<file path="config.mk">
export PLATFORM = sky130hd
export DESIGN_NAME = prg_slot_mapper
export DESIGN_NICKNAME = d
export VERILOG_FILES = /design/src/rtl/prg_map_pkg.sv /design/src/rtl/mapper_rst_sync.sv /design/src/rtl/mapper_cpu_decode.sv /design/src/rtl/mapper_bank_regs.sv /design/src/rtl/mapper_ppu_map.sv /design/src/rtl/prg_slot_mapper.sv
export SDC_FILE = /design/constraint.sdc
export NUM_CORES = 1
export LEC_CHECK = 0
export BUFFER_PORTS_ARGS = -buffer_cell sky130_fd_sc_hd__buf_2
export CAP_MARGIN = 25
export CORE_MARGIN = 2
export CORE_UTILIZATION = 51
export DETAILED_ROUTE_END_ITERATION = 12
export PLACE_DENSITY = 0.79
export SLEW_MARGIN = 20
export SYNTH_ARGS = -nofsm -noshare
export SYNTH_HDL_FRONTEND = slang
export SYNTH_SLANG_ARGS = --single-unit
</file>
<file path="constraint.sdc">
create_clock -name clk -period 2.3 [get_ports clk]
set_clock_uncertainty 0.05 [all_clocks]
set_input_delay 0.46 -clock clk [delete_from_list [all_inputs] [get_ports clk]]
set_output_delay 0.46 -clock clk [all_outputs]
set_load 0.02 [all_outputs]
</file>
<file path="src/rtl/prg_map_pkg.sv">
package prg_map_pkg;
  localparam int unsigned SLOTS_DEF  = 8;
  localparam int unsigned BANK_W_DEF = 8;
  localparam int unsigned OFS_W_DEF  = 12;
  localparam int unsigned CPU_AW_DEF = 16;
  localparam int unsigned CHR_AW_DEF = 13;
  localparam logic [3:0]  WIN_NIB_DEF = 4'h5;

  typedef enum logic {
    MIR_HORZ = 1'b0,
    MIR_VERT = 1'b1
  } mirror_e;
endpackage

</file>
<file path="src/rtl/mapper_rst_sync.sv">
module mapper_rst_sync #(
  parameter int unsigned STAGES = 2
) (
  input  logic clk,
  input  logic arst_n,
  output logic rst_n_o
);
  logic [STAGES-1:0] sync_q;
  logic [STAGES-1:0] sync_d;

  always_comb begin
    sync_d = {sync_q[STAGES-2:0], 1'b1};
  end

  always_ff @(posedge clk or negedge arst_n) begin
    if (!arst_n) sync_q <= '0;
    else         sync_q <= sync_d;
  end

  assign rst_n_o = sync_q[STAGES-1];
endmodule

</file>
<file path="src/rtl/mapper_cpu_decode.sv">
module mapper_cpu_decode #(
  parameter int unsigned CPU_AW  = 16,
  parameter int unsigned OFS_W   = 12,
  parameter int unsigned SLOT_W  = 3,
  parameter logic [3:0]  WIN_NIB = 4'h5
) (
  input  logic [CPU_AW-1:0] cpu_addr,
  input  logic              cpu_we,
  output logic              reg_wr,
  output logic [SLOT_W-1:0] reg_slot,
  output logic              rom_rd,
  output logic [SLOT_W-1:0] rom_slot,
  output logic [OFS_W-1:0]  rom_ofs
);
  // register window: coarse nibble decode, slot from the lowest bits
  always_comb begin
    reg_wr   = cpu_we && (cpu_addr[CPU_AW-1 -: 4] == WIN_NIB);
    reg_slot = cpu_addr[SLOT_W-1:0];
    rom_rd   = !cpu_we && cpu_addr[CPU_AW-1];
    rom_slot = cpu_addr[OFS_W +: SLOT_W];
    rom_ofs  = cpu_addr[OFS_W-1:0];
  end
endmodule

</file>
<file path="src/rtl/mapper_bank_regs.sv">
module mapper_bank_regs #(
  parameter int unsigned SLOTS  = 8,
  parameter int unsigned BANK_W = 8,
  localparam int unsigned SLOT_W = $clog2(SLOTS)
) (
  input  logic              clk,
  input  logic              rst_n,
  input  logic              wr_en,
  input  logic [SLOT_W-1:0] wr_slot,
  input  logic [BANK_W-1:0] wr_data,
  input  logic [SLOT_W-1:0] rd_slot,
  output logic [BANK_W-1:0] rd_bank
);
  logic [BANK_W-1:0] bank_q [SLOTS];
  logic [BANK_W-1:0] bank_d [SLOTS];
  logic [SLOTS-1:0]  slot_we;

  for (genvar g = 0; g < SLOTS; g++) begin : g_slot
    // top slot starts on the last bank so the reset vector is mapped
    localparam logic [BANK_W-1:0] RST_VAL =
      (g == SLOTS - 1) ? {BANK_W{1'b1}} : {BANK_W{1'b0}};

    always_comb begin
      slot_we[g] = wr_en && (wr_slot == SLOT_W'(g));
      bank_d[g]  = slot_we[g] ? wr_data : bank_q[g];
    end

    always_ff @(posedge clk or negedge rst_n) begin
      if (!rst_n) bank_q[g] <= RST_VAL;
      else        bank_q[g] <= bank_d[g];
    end
  end

  assign rd_bank = bank_q[rd_slot];
endmodule

</file>
<file path="src/rtl/mapper_ppu_map.sv">
module mapper_ppu_map
  import prg_map_pkg::*;
#(
  parameter int unsigned CHR_AW = 13
) (
  input  logic [CHR_AW-1:0] ppu_addr,
  input  mirror_e           mirror,
  output logic [CHR_AW-1:0] chr_addr,
  output logic              ntb_sel
);
  always_comb begin
    chr_addr = ppu_addr;
    ntb_sel  = (mirror == MIR_VERT) ? ppu_addr[10] : ppu_addr[11];
  end
endmodule

</file>
<file path="src/rtl/prg_slot_mapper.sv">
module prg_slot_mapper
  import prg_map_pkg::*;
#(
  parameter int unsigned SLOTS   = SLOTS_DEF,
  parameter int unsigned BANK_W  = BANK_W_DEF,
  parameter int unsigned OFS_W   = OFS_W_DEF,
  parameter int unsigned CHR_AW  = CHR_AW_DEF,
  parameter logic [3:0]  WIN_NIB = WIN_NIB_DEF,
  localparam int unsigned SLOT_W = $clog2(SLOTS),
  localparam int unsigned CPU_AW = 1 + SLOT_W + OFS_W,
  localparam int unsigned PRG_AW = BANK_W + OFS_W
) (
  input  logic              clk,
  input  logic              por_n,
  input  logic [CPU_AW-1:0] cpu_addr,
  input  logic              cpu_we,
  input  logic [BANK_W-1:0] cpu_wdata,
  input  logic [CHR_AW-1:0] ppu_addr,
  input  logic              mirror_vert,
  output logic [PRG_AW-1:0] prg_addr,
  output logic              prg_ce,
  output logic [CHR_AW-1:0] chr_addr,
  output logic              ntb_sel
);
  logic              rst_q_n;
  logic              reg_wr;
  logic [SLOT_W-1:0] reg_slot;
  logic              rom_rd;
  logic [SLOT_W-1:0] rom_slot;
  logic [OFS_W-1:0]  rom_ofs;
  logic [BANK_W-1:0] rom_bank;
  mirror_e           mirror;

  mapper_rst_sync #(.STAGES(2)) u_rst (
    .clk     (clk),
    .arst_n  (por_n),
    .rst_n_o (rst_q_n)
  );

  mapper_cpu_decode #(
    .CPU_AW  (CPU_AW),
    .OFS_W   (OFS_W),
    .SLOT_W  (SLOT_W),
    .WIN_NIB (WIN_NIB)
  ) u_dec (
    .cpu_addr (cpu_addr),
    .cpu_we   (cpu_we),
    .reg_wr   (reg_wr),
    .reg_slot (reg_slot),
    .rom_rd   (rom_rd),
    .rom_slot (rom_slot),
    .rom_ofs  (rom_ofs)
  );

  mapper_bank_regs #(
    .SLOTS  (SLOTS),
    .BANK_W (BANK_W)
  ) u_regs (
    .clk     (clk),
    .rst_n   (rst_q_n),
    .wr_en   (reg_wr),
    .wr_slot (reg_slot),
    .wr_data (cpu_wdata),
    .rd_slot (rom_slot),
    .rd_bank (rom_bank)
  );

  assign mirror = mirror_vert ? MIR_VERT : MIR_HORZ;

  mapper_ppu_map #(.CHR_AW(CHR_AW)) u_ppu (
    .ppu_addr (ppu_addr),
    .mirror   (mirror),
    .chr_addr (chr_addr),
    .ntb_sel  (ntb_sel)
  );

  assign prg_addr = {rom_bank, rom_ofs};
  assign prg_ce   = rom_rd;
endmodule

</file>
==> results of run 1 <==
[kinds of logic after synthesis]
logic type	Yosys count
buffers and inverters	33
other	1
flip-flops	66
multiplexers	89
AND/OR/NAND/NOR	15
[state kept, by name, indices dropped and copies added (netlist names)]
name           cells
u_rst.sync_q       2
u_regs.bank_q     64
[path summary, 6_finish.rpt]
kind,start,to,slack [ns],cells after the start
worst max register to register,u_rst.sync_q[1]$_DFF_PN0_,u_regs.bank_q[1]$_DFFE_PN1P_,1.16,1
worst min-delay path,u_rst.sync_q[1]$_DFF_PN0_,u_regs.bank_q[11]$_DFFE_PN0P_,0.24,0
max in group asynchronous,u_rst.sync_q[1]$_DFF_PN0_,u_regs.bank_q[1]$_DFFE_PN1P_,1.16,1
worst min register to register,u_rst.sync_q[1]$_DFF_PN0_,u_regs.bank_q[11]$_DFFE_PN0P_,0.24,0
min in group clk,u_rst.sync_q[0]$_DFF_PN0_,u_rst.sync_q[1]$_DFF_PN0_,0.31,0
worst max-delay path,cpu_addr[12],prg_addr[19],0.06,5
[cells in the final DEF, fill, tap and decap left out, drive strengths merged]
cell | synthesis | routed
and2b | 1 | 1
and4 | 2 | 2
and4b | 1 | 1
and4bb | 3 | 3
buf | 32 | 43
bufinv | 0 | 2
clkbuf | 1 | 13
clkinv | 0 | 1
conb | 1 | 1
dfrtp | 58 | 58
dfstp | 8 | 8
dlygate4sd3 | 0 | 1
mux2 | 73 | 73
mux4 | 16 | 16
nand2 | 4 | 4
nand3 | 2 | 2
nor2 | 1 | 1
nor2b | 1 | 1
[repair_timing]
action,4_1_cts,5_1_grt
hold endpoints to repair,2,0
hold buffers,1,0
resized for setup,0,0
[critical path: cells and delay by family]
family   cells  cell delay (ns)
buf+inv      3             0.43
mux          2             0.84
[power by group through the flow]
stage | sequential (W) | clock, W | combinational [W]
5_1_grt | 0.00133 | 0.00109 | 0.000326
3_3_place_gp | 0.00133 | 0 | 0.000294
3_5_place_dp | 0.00134 | 0 | 0.000302
2_1_floorplan | 0.00132 | 0 | 0.000269
4_1_cts | 0.00132 | 0.00105 | 0.000304
6_report | 0.00132 | 0.00102 | 0.000300
[per-layer routing]
| layer | vias up | GRT usage, % |
|---|---|---|
| met4 | 0 | 8.08 |
| met2 | 43 | 30.9 |
| li1 | 787 | - |
| met5 | - | 0 |
| met3 | 13 | 4.82 |
| met1 | 957 | 23.9 |
[per-stage QoR]
stage          instances  hold WS, ns  util (%)
5_1_grt              308        0.312      57.3
2_1_floorplan        204        0.114         -
6_report             308        0.242      57.3
3_3_place_gp         291        0.195      53.9
4_1_cts              308        0.266      57.3
3_5_place_dp         291        0.197      53.9
[area by class of cell]
class / count / area (sq um)
clock inverter: 3 / 65.1
fill: 498 / 2700
sequential: 66 / 1660
timing repair buffer: 44 / 258
clock buffer: 13 / 139
multi-input combinational: 105 / 1390
tap: 77 / 96.3
==> impl_metrics.sql, run 1 <==
INSERT INTO impl_metrics (metric_group, metric, value, unit) VALUES
('status', 'result_of_the_run', 'finished, final reports clean', ''),
('cells_and_area', 'layout_cell_share_with_drive_strength_beyond_1', '64.1', '%'),
('detailed_routing', 'finalWirelength', '6200', 'microns'),
('place', 'post_placement_setup_slack', '0.0520', 'ns'),
('setup_path', 'crit_path_top_delay_cell', 'sky130_fd_sc_hd__mux4_1', ''),
('cts', 'clock_path_buffers', '2', ''),
('place', 'port-buffer-count', '35', ''),
('synth', 'muxShareOfSynthArea', '38.1', '%'),
('sta', 'fin_setup_tns', '0', 'ns'),
('global_routing', 'grt_pass1_vias', '1911', ''),
('synth', 'yosys_warnings', '0', ''),
('sta', 'grt_setup_unrepaired', 'false', ''),
('synth', 'synth-edff-count', '0', ''),
('cells_and_area', 'n_antenna_cell', '0', ''),
('detailed_routing', 'detail_route.wl_per_cell', '20.1', 'microns'),
('detailed_routing', 'drc', '0', ''),
('cells_and_area', 'nets', '267', ''),
('detailed_routing', 'detail_route.wirelength.met1', '2730', 'microns'),
('cells_and_area', 'syn2layout_area_growth', '9.23', '%'),
('synth', 'synthArstFlopShare', '100', '%'),
('min_path', 'hp-class', 'reg -> async', ''),
('synth', 'yosys.cell_count.top_type', 'sky130_fd_sc_hd__mux2_2', ''),
('floorplan', 'placeable_core_region', '6310', 'sq um'),
('detailed_routing', 'route.detailed.vias_per_inst', '5.84', ''),
('synth', 'synthCells', '204', ''),
('detailed_routing', 'total_number_of_vias', '1800', ''),
('synth', 'synthDistinctLibCells', '22', ''),
('synth', 'synth.cells.most_frequent', 'sky130_fd_sc_hd__mux2_2, sky130_fd_sc_hd__dfrtp_1, sky130_fd_sc_hd__buf_4', ''),
('setup_path', 'timing_worst_setup_path_type', 'in -> out', ''),
('sta', 'tightestPinTransition', '0.640', 'ns'),
('floorplan', 'fp-row-count', '29', ''),
('cts', 'worst_skew_pair.late_latency', '0.33', 'ns'),
('sta', 'timing.final.crit_period', '2.24', 'ns'),
('setup_path', 'worst-endpoint-required', '1.79', 'ns'),
('synth', 'yosys.area_share.adder', '0', '%'),
('power', 'leakagePower', '1.82', 'nW'),
('place', 'dpl-instance-area', '3400', 'sq um'),
('synth', 'yosys.area_share.simple', '3.89', '%'),
('global_routing', 'grt_start_max_net_pins', '30', ''),
('cts', 'post_cts_buffers', '0', ''),
('synth', 'ys.flop_type', 'sky130_fd_sc_hd__dfrtp_1', ''),
('synth', 'synth_top_cells_by_area', 'sky130_fd_sc_hd__dfrtp_1, sky130_fd_sc_hd__mux2_2, sky130_fd_sc_hd__mux4_1', ''),
('detailed_routing', 'met3WireLength', '259', 'microns'),
('power', 'totalPowerFinal', '0.00264', 'W'),
('sta', 'finalHoldViolations', '0', ''),
('power', 'vdd_drop_max', '0.719', 'mV'),
('synth', 'netlist_area', '3310', 'sq um'),
('global_routing', 'track_usage', '18.8', '%'),
('detailed_routing', 'drt_iter0_markers', '87', ''),
('setup_path', 'end_kind', 'output pin', ''),
('setup_path', 'worstSetupStartpointType', 'input port', ''),
('power', 'power_switching', '0.000593', 'W'),
('cells_and_area', 'design_area', '3610', 'sq um'),
('power', 'pwr-share-seq', '50.0', '%'),
('global_routing', 'overflow', '0', ''),
('setup_path', 'path_cells', 'buf_2 > buf_12 > mux4_1 > mux2_2 > buf_2', ''),
('cts', 'clock_sink_count', '66', ''),
('floorplan', 'fp.dieW', '84.6', 'microns'),
('place', 'gp_congestion', '0.729', ''),
('sta', 'timing.fmax', '446', 'MHz'),
('sta', 'final.period_utilization', '97.5', '%'),
('floorplan', 'floorplan.initialDensity', '52.4', '%'),
('synth', 'post_synthesis_register_bit_count', '66', ''),
('setup_path', 'path_max_fanout', '18', ''),
('power', 'pwr_density_cell', '730', 'nW/um^2'),
('sta', 'slew_viol_final', '0', ''),
('synth', 'synth-compound-area-share', '0', '%'),
('sta', 'finalSetupViolCount', '0', ''),
('sta', 'worst_slack', '0.0577', 'ns'),
('synth', 'synth_top_area_share', '43.9', '%'),
('cts', 'cts-buffers-inserted', '9', '');
Power figures use the tool's default switching activity.
==> run 2, diff against run 1 <==
CORE_MARGIN = default   (was 2)
SYNTH_HIERARCHICAL = 1   (was default)
==> run 2 against run 1 <==
  * Critical endpoint is now prg_addr[16]
  * Combinational power up 6%
  * Sequential share of layout area down 1.0 points
  * First-iteration DRC count up 26%
  * Critical path type unchanged
==> impl_metrics.sql, run 2 <==
INSERT INTO impl_metrics (metric_group, metric, value, unit) VALUES
('status', 'result_of_the_run', 'finished, final reports clean', ''),
('global_routing', 'grt_start_max_net_pins', '65', ''),
('detailed_routing', 'route.detailed.vias_per_inst', '5.68', ''),
('synth', 'post_synthesis_register_bit_count', '66', ''),
('cells_and_area', 'n_antenna_cell', '0', ''),
('synth', 'synth_top_area_share', '43.7', '%'),
('synth', 'yosys_warnings', '6', ''),
('setup_path', 'critical_path_buf_inv_count', '3', ''),
('cells_and_area', 'syn2layout_area_growth', '11.2', '%'),
('sta', 'slew_headroom', '47.4', '%'),
('setup_path', 'reg2regPathDepth', '1', ''),
('synth', 'synthDistinctLibCells', '19', ''),
('setup_path', 'worstSetupStartpointType', 'input port', ''),
('sta', 'finalHoldViolations', '0', ''),
('power', 'pwr_density_cell', '720', 'nW/um^2'),
('setup_path', 'timing_worst_setup_path_type', 'in -> out', ''),
('sta', 'final.period_utilization', '98.3', '%'),
('cells_and_area', 'finalNonFillerCells', '310', ''),
('sta', 'slew_viol_final', '0', ''),
('cells_and_area', 'nets', '269', ''),
('cells_and_area', 'largest_reg_flops', '64', ''),
('place', 'dp.final_hpwl', '3690', 'microns'),
('global_routing', 'overflow', '0', ''),
('synth', 'post_synth.cell_area_avg', '15.8', 'sq um'),
('cts', 'cts-buffers-inserted', '9', ''),
('synth', 'synth-edff-count', '0', ''),
('power', 'vdd_drop_max', '0.426', 'mV'),
('sta', 'fin_setup_tns', '0', 'ns'),
('setup_path', 'number_of_logic_stages_on_the_critical_path_including_buffering', '5', ''),
('detailed_routing', 'total_number_of_vias', '1761', ''),
('setup_path', 'end_kind', 'output pin', ''),
('min_path', 'hp-class', 'reg -> reg', ''),
('place', 'dpl-instance-area', '3420', 'sq um'),
('synth', 'ys.flop_type', 'sky130_fd_sc_hd__dfrtp_1', ''),
('sta', 'timing.fmax', '442', 'MHz'),
('setup_path', 'regToRegEndpoint', 'u_regs/bank_q[22]$_DFFE_PN0P_', ''),
('place', 'port-buffer-count', '35', ''),
('floorplan', 'placeable_core_region', '6310', 'sq um'),
('floorplan', 'floorplan.initialDensity', '52.6', '%'),
('synth', 'synth_largest_area_cell', 'sky130_fd_sc_hd__dfrtp_1', ''),
('global_routing', 'grt_pass1_wl', '9490', 'microns'),
('synth', 'netlist_area', '3320', 'sq um'),
('cts', 'clock_path_buffers', '2', ''),
('detailed_routing', 'ant_nets', '0', ''),
('cells_and_area', 'design_area', '3690', 'sq um'),
('cells_and_area', 'reg_top3', 'u_regs/bank_q (64), u_rst/sync_q (2)', ''),
('cts', 'worst_skew_pair.late_latency', '0.34', 'ns'),
('synth', 'synth.cells.most_frequent', 'sky130_fd_sc_hd__mux2_2, sky130_fd_sc_hd__dfrtp_1, sky130_fd_sc_hd__buf_4', ''),
('setup_path', 'crit_start', 'cpu_addr[12]', ''),
('detailed_routing', 'drc', '0', ''),
('cts', 'clock_sink_count', '66', ''),
('synth', 'synthCells', '210', ''),
('cts', 'clk_transition_reported_paths', '0.06', 'ns'),
('floorplan', 'fp-row-count', '29', ''),
('detailed_routing', 'drt_iter0_markers', '110', ''),
('cells_and_area', 'fin_util', '58.5', '%'),
('floorplan', 'fp.dieW', '82.7', 'microns'),
('global_routing', 'grt_pass1_vias', '1786', ''),
('setup_path', 'critical_path_at', '1.75', 'ns'),
('global_routing', 'track_usage', '20.4', '%'),
('detailed_routing', 'detail_route.first_pass.iterations', '4', ''),
('setup_path', 'worst-endpoint-required', '1.79', 'ns'),
('place', 'gp_congestion', '0.704', ''),
('synth', 'synthArstFlopShare', '100', '%'),
('setup_path', 'path_max_fanout', '8', ''),
('floorplan', 'pin_count', '76', ''),
('job', 'max-cap-violations', '0', ''),
('setup_path', 'cpPeakStageDelay', '0.54', 'ns'),
('detailed_routing', 'detail_route.wl_per_cell', '20.3', 'microns'),
('sta', 'timing.final.crit_period', '2.26', 'ns'),
('setup_path', 'regToRegStartpoint', 'u_rst/sync_q[1]$_DFF_PN0_', ''),
('min_path', 'min_path_cells', '0', ''),
('cells_and_area', 'layout_cell_share_with_drive_strength_beyond_1', '64.8', '%'),
('floorplan', 'dieHeight', '82.7', 'microns'),
('cts', 'cts_tree', 'yes', ''),
('cells_and_area', 'most_common_library_cell_in_the_layout_ignoring_fill_and_taps', 'sky130_fd_sc_hd__mux2_2', ''),
('setup_path', 'path_cells', 'buf_4 > clkbuf_16 > mux4_1 > mux2_2 > buf_2', ''),
('sta', 'tightestPinTransition', '0.789', 'ns'),
('min_path', 'hold_start', 'u_rst/sync_q[0]$_DFF_PN0_', ''),
('cts', 'h_tree_lvls', '3', ''),
('power', 'leakagePower', '1.84', 'nW'),
('cells_and_area', 'top_register', 'u_regs/bank_q', ''),
('synth', 'synthesis.nets', '251', ''),
('cells_and_area', 'layout.cells.most_common_list', 'sky130_fd_sc_hd__mux2_2, sky130_fd_sc_hd__dfrtp_1, sky130_fd_sc_hd__buf_2, sky130_fd_sc_hd__mux4_1, sky130_fd_sc_hd__clkbuf_8', ''),
('synth', 'synth-seq-area-share', '50.0', '%'),
('place', 'placed_cell_count', '291', ''),
('cts', 'cts-root-buf', 'sky130_fd_sc_hd__clkbuf_8', ''),
('setup_path', 'timing.critical_path.max_delay_family', 'multiplexers', ''),
('synth', 'synth_top_cells_by_area', 'sky130_fd_sc_hd__dfrtp_1, sky130_fd_sc_hd__mux2_2, sky130_fd_sc_hd__mux4_1', ''),
('min_path', 'worstHoldEndpoint', 'u_rst/sync_q[1]$_DFF_PN0_', ''),
('setup_path', 'crit_path_top_delay_cell', 'sky130_fd_sc_hd__mux4_1', ''),
('floorplan', 'overall_die_area', '6840', 'sq um'),
('sta', 'finalSetupViolCount', '0', ''),
('global_routing', 'antenna_found_initial', '0', ''),
('synth', 'yosys.cell_count.top_type', 'sky130_fd_sc_hd__mux2_2', ''),
('detailed_routing', 'finalWirelength', '6280', 'microns'),
('setup_path', 'setup.reg_to_reg.worst_slack', '1.30', 'ns');
run 2: layout make-up:
cell class	count	area (sq um)
clock inverters	1	30.0
flip-flops and latches	66	1660
multi-input cells	101	1370
well taps	77	96.3
clock buffers	15	186
repair buffers	50	353
fillers	517	2620
run 2: layer usage:
metal | track usage, % | vias to the layer above | part of all wire, %
met5 | 0 | - | 0
met2 | 29.8 | 43 | 45
met3 | 3.96 | 20 | 4.1
li1 | - | 788 | -
met1 | 28.6 | 910 | 48
met4 | 11.7 | 0 | 2.6
run 2: worst max-delay path by stage:
stage	endpoint
final	prg_addr[16]
after global routing	prg_addr[14]
after CTS	prg_addr[19]
after detailed placement	u_regs/bank_q[25]$_DFFE_PN0P_
after global placement	prg_addr[19]
after floorplan	prg_addr[12]
run 2: cell families after synthesis:
family        Yosys count  share of synthesized area [%]
simple gates           11                           3.16
mux                    89                           37.4
buf+inv                43                           9.34
flops                  66                           50.0
other cells             1                          0.113
run 2: what timing repair did:
item	4_1_cts	5_1_grt
buffers inserted	0	0
endpoints found under the setup margin	0	4
endpoints found under the hold margin	2	0
gates resized for setup	0	3
hold buffers	1	0
run 2: report_power, final:
group	switching (W)	internal [W]
clock network	0.000417	0.000621
logic	0.000143	0.000176
registers	0.0000421	0.00126
run 2: per-stage QoR:
stage | total power [W] | setup WS (ns) | hold slack (ns)
5_1_grt | 0.00278 | -0.000000555 | 0.320
6_report | 0.00266 | 0.0390 | 0.307
3_3_place_gp | 0.00162 | 0.0328 | 0.197
4_1_cts | 0.00267 | 0.00395 | 0.310
2_1_floorplan | 0.00160 | 0.146 | 0.114
3_5_place_dp | 0.00163 | 0.00700 | 0.197
==> run 3, diff against run 2 <==
--- a/config.mk
+++ b/config.mk
@@ -9,6 +9,5 @@
 export CAP_MARGIN = 25
-export CORE_UTILIZATION = 51
+export CORE_UTILIZATION = 44
 export DETAILED_ROUTE_END_ITERATION = 12
-export PLACE_DENSITY = 0.79
-export SLEW_MARGIN = 20
+export PLACE_DENSITY = 0.7
 export SYNTH_ARGS = -nofsm -noshare
==> constraint.sdc (replaced) <==
create_clock -name clk -period 2.3 [get_ports clk]
set_clock_uncertainty 0.05 [all_clocks]
set_input_delay 0.23 -clock clk [delete_from_list [all_inputs] [get_ports clk]]
set_output_delay 0.23 -clock clk [all_outputs]
set_load 0.02 [all_outputs]
==> run 3 against run 2 <==
  * Hold slack worse by 0.15 ns
  * Sequential share of layout area up 0.85 points
  * Die area up 16%
  * Fmax up 16%
  * Clock power down 10%
  * First-iteration DRC count down 6.4%
  * Register-to-register slack better by 0.18 ns
  * Non-clock buffer count down 3
  * Sequential power about the same
  * Via count down 0.68%
  * Utilization down 8.8 points
  * Final area down 1.9%
==> impl_metrics.sql, run 3 (synthesis gave the netlist of run 2 again) <==
INSERT INTO impl_metrics (metric_group, metric, value, unit) VALUES
('global_routing', 'grt_pass1_wl', '9510', 'microns'),
('detailed_routing', 'ant_nets', '0', ''),
('setup_path', 'critical_path_at', '1.67', 'ns'),
('global_routing', 'track_usage', '16.9', '%'),
('cells_and_area', 'most_common_library_cell_in_the_layout_ignoring_fill_and_taps', 'sky130_fd_sc_hd__mux2_2', ''),
('cells_and_area', 'largest_reg_flops', '64', ''),
('cts', 'cts-root-buf', 'sky130_fd_sc_hd__clkbuf_8', ''),
('min_path', 'hp-class', 'in -> async', ''),
('cts', 'post_cts_buffers', '0', ''),
('sta', 'final.period_utilization', '84.6', '%'),
('place', 'port-buffer-count', '35', ''),
('cells_and_area', 'layout_cell_share_with_drive_strength_beyond_1', '63.5', '%'),
('global_routing', 'antenna_found_initial', '0', ''),
('power', 'leakagePower', '1.80', 'nW'),
('job', 'max-cap-violations', '0', ''),
('cells_and_area', 'nFillCells', '661', ''),
('setup_path', 'regToRegStartpoint', 'u_regs/bank_q[14]$_DFFE_PN0P_', ''),
('floorplan', 'placeable_core_region', '7290', 'sq um'),
('floorplan', 'pin_count', '76', ''),
('cells_and_area', 'n_antenna_cell', '0', ''),
('setup_path', 'worst-endpoint-required', '2.02', 'ns'),
('sta', 'grt_setup_unrepaired', 'false', ''),
('sta', 'finalHoldViolations', '0', ''),
('floorplan', 'overall_die_area', '7900', 'sq um'),
('sta', 'timing.fmax', '514', 'MHz'),
('cts', 'clock_path_buffers', '2', ''),
('sta', 'timing.final.crit_period', '1.95', 'ns'),
('power', 'pwr_density_cell', '700', 'nW/um^2'),
('setup_path', 'regToRegEndpoint', 'u_regs/bank_q[14]$_DFFE_PN0P_', ''),
('detailed_routing', 'detail_route.first_pass.iterations', '4', ''),
('cells_and_area', 'finalNonFillerCells', '329', ''),
('cells_and_area', 'nets', '266', ''),
('cells_and_area', 'layout.cells.most_common_list', 'sky130_fd_sc_hd__mux2_2, sky130_fd_sc_hd__dfrtp_1, sky130_fd_sc_hd__buf_2, sky130_fd_sc_hd__mux4_1', ''),
('place', 'dp.final_hpwl', '3870', 'microns'),
('cts', 'worst_skew_pair.late_latency', '0.33', 'ns'),
('cts', 'h_tree_lvls', '3', ''),
('sta', 'slew_viol_final', '0', ''),
('sta', 'fin_setup_tns', '0', 'ns'),
('setup_path', 'end_kind', 'output pin', ''),
('global_routing', 'grt_start_max_net_pins', '65', ''),
('floorplan', 'fp-row-count', '31', ''),
('place', 'placed_cell_count', '312', ''),
('cells_and_area', 'syn2layout_area_growth', '9.11', '%'),
('floorplan', 'fp.dieW', '88.9', 'microns'),
('setup_path', 'timing_worst_setup_path_type', 'reg -> out', ''),
('detailed_routing', 'finalWirelength', '5940', 'microns'),
('setup_path', 'reg2regPathDepth', '1', ''),
('detailed_routing', 'detail_route.wl_per_cell', '18.1', 'microns'),
('detailed_routing', 'route.detailed.vias_per_inst', '5.32', ''),
('detailed_routing', 'drt_iter0_markers', '103', ''),
('global_routing', 'grt_pass1_vias', '1780', ''),
('detailed_routing', 'total_number_of_vias', '1749', ''),
('setup_path', 'setup.reg_to_reg.worst_slack', '1.48', 'ns'),
('floorplan', 'floorplan.initialDensity', '45.6', '%'),
('cts', 'clk_transition_reported_paths', '0.07', 'ns'),
('place', 'gp_congestion', '0.673', ''),
('setup_path', 'worstSetupStartpointType', 'flip-flop', ''),
('power', 'vdd_drop_max', '0.515', 'mV'),
('global_routing', 'overflow', '0', ''),
('setup_path', 'path_max_fanout', '2', ''),
('cells_and_area', 'reg_top3', 'u_regs/bank_q (64), u_rst/sync_q (2)', ''),
('cts', 'clock_sink_count', '66', ''),
('sta', 'finalSetupViolCount', '0', ''),
('cts', 'cts-buffers-inserted', '9', ''),
('status', 'result_of_the_run', 'finished, final reports clean', ''),
('detailed_routing', 'drc', '0', ''),
('floorplan', 'dieHeight', '88.9', 'microns'),
('cells_and_area', 'top_register', 'u_regs/bank_q', ''),
('cts', 'cts_tree', 'yes', '');
-- run 3: worst max path at each step --
stage | startpoint | to | slack [ns] | depth (start not counted)
after floorplan | u_rst/sync_q[1]$_DFF_PN0_ | u_regs/bank_q[10]$_DFFE_PN0P_ | 0.29 | 0
after global placement | cpu_addr[12] | prg_addr[17] | 0.38 | 5
after detailed placement | cpu_addr[15] | u_regs/bank_q[29]$_DFFE_PN0P_ | 0.35 | 6
after CTS | u_regs/bank_q[51]$_DFFE_PN0P_ | prg_addr[15] | 0.32 | 3
after global routing | u_regs/bank_q[48]$_DFFE_PN0P_ | prg_addr[12] | 0.29 | 3
final | u_regs/bank_q[51]$_DFFE_PN0P_ | prg_addr[15] | 0.35 | 3
-- run 3: where the power goes --
group	total [W]	internal, W	switching (W)
clock network	0.000932	0.000528	0.000404
logic	0.000299	0.000164	0.000135
registers	0.00131	0.00126	0.0000430
-- run 3: worst max-delay path: stages, from the launching register on --
cell	delay [ns]
sky130_fd_sc_hd__dfrtp_1	0.38
sky130_fd_sc_hd__mux4_1	0.51
sky130_fd_sc_hd__mux2_2	0.28
sky130_fd_sc_hd__buf_2	0.16
-- run 3: layout make-up --
cell class / count / area, sq um / area share [%]
clock inverter: 3 / 40.0 / 1.10
clock buffer: 13 / 149 / 4.11
multi-input combinational: 101 / 1370 / 37.8
tap: 99 / 124 / 3.42
sequential: 66 / 1660 / 45.9
timing repair buffer: 47 / 280 / 7.73
-- run 3: routing by layer --
metal | up-vias | global-route usage, % | wire [microns] | share of wire, %
li1 | 788 | - | - | -
met1 | 888 | 24.4 | 2920 | 49
met2 | 58 | 24.7 | 2630 | 44
met3 | 15 | 4.25 | 308 | 5.2
met4 | 0 | 6.45 | 82 | 1.4
met5 | - | 0 | 0 | 0
-- run 3: per-stage QoR --
step / hold slack [ns] / instance area [sq um] / total power [W] / utilization, % / setup WS [ns]
after floorplan: -0.116 / 3320 / 0.00160 / - / 0.290
after global routing: 0.156 / 3630 / 0.00265 / 49.7 / 0.287
after detailed placement: -0.0344 / 3430 / 0.00163 / 47.0 / 0.345
final: 0.157 / 3630 / 0.00254 / 49.7 / 0.355
after CTS: 0.130 / 3630 / 0.00258 / 49.7 / 0.319
after global placement: -0.0354 / 3430 / 0.00162 / 47.0 / 0.380
-- run 3: what timing repair did --
| action | CTS | global route |
|---|---|---|
| hold buffers | 1 | 0 |
| hold endpoints to repair | 2 | 0 |
| gates resized for setup | 0 | 0 |
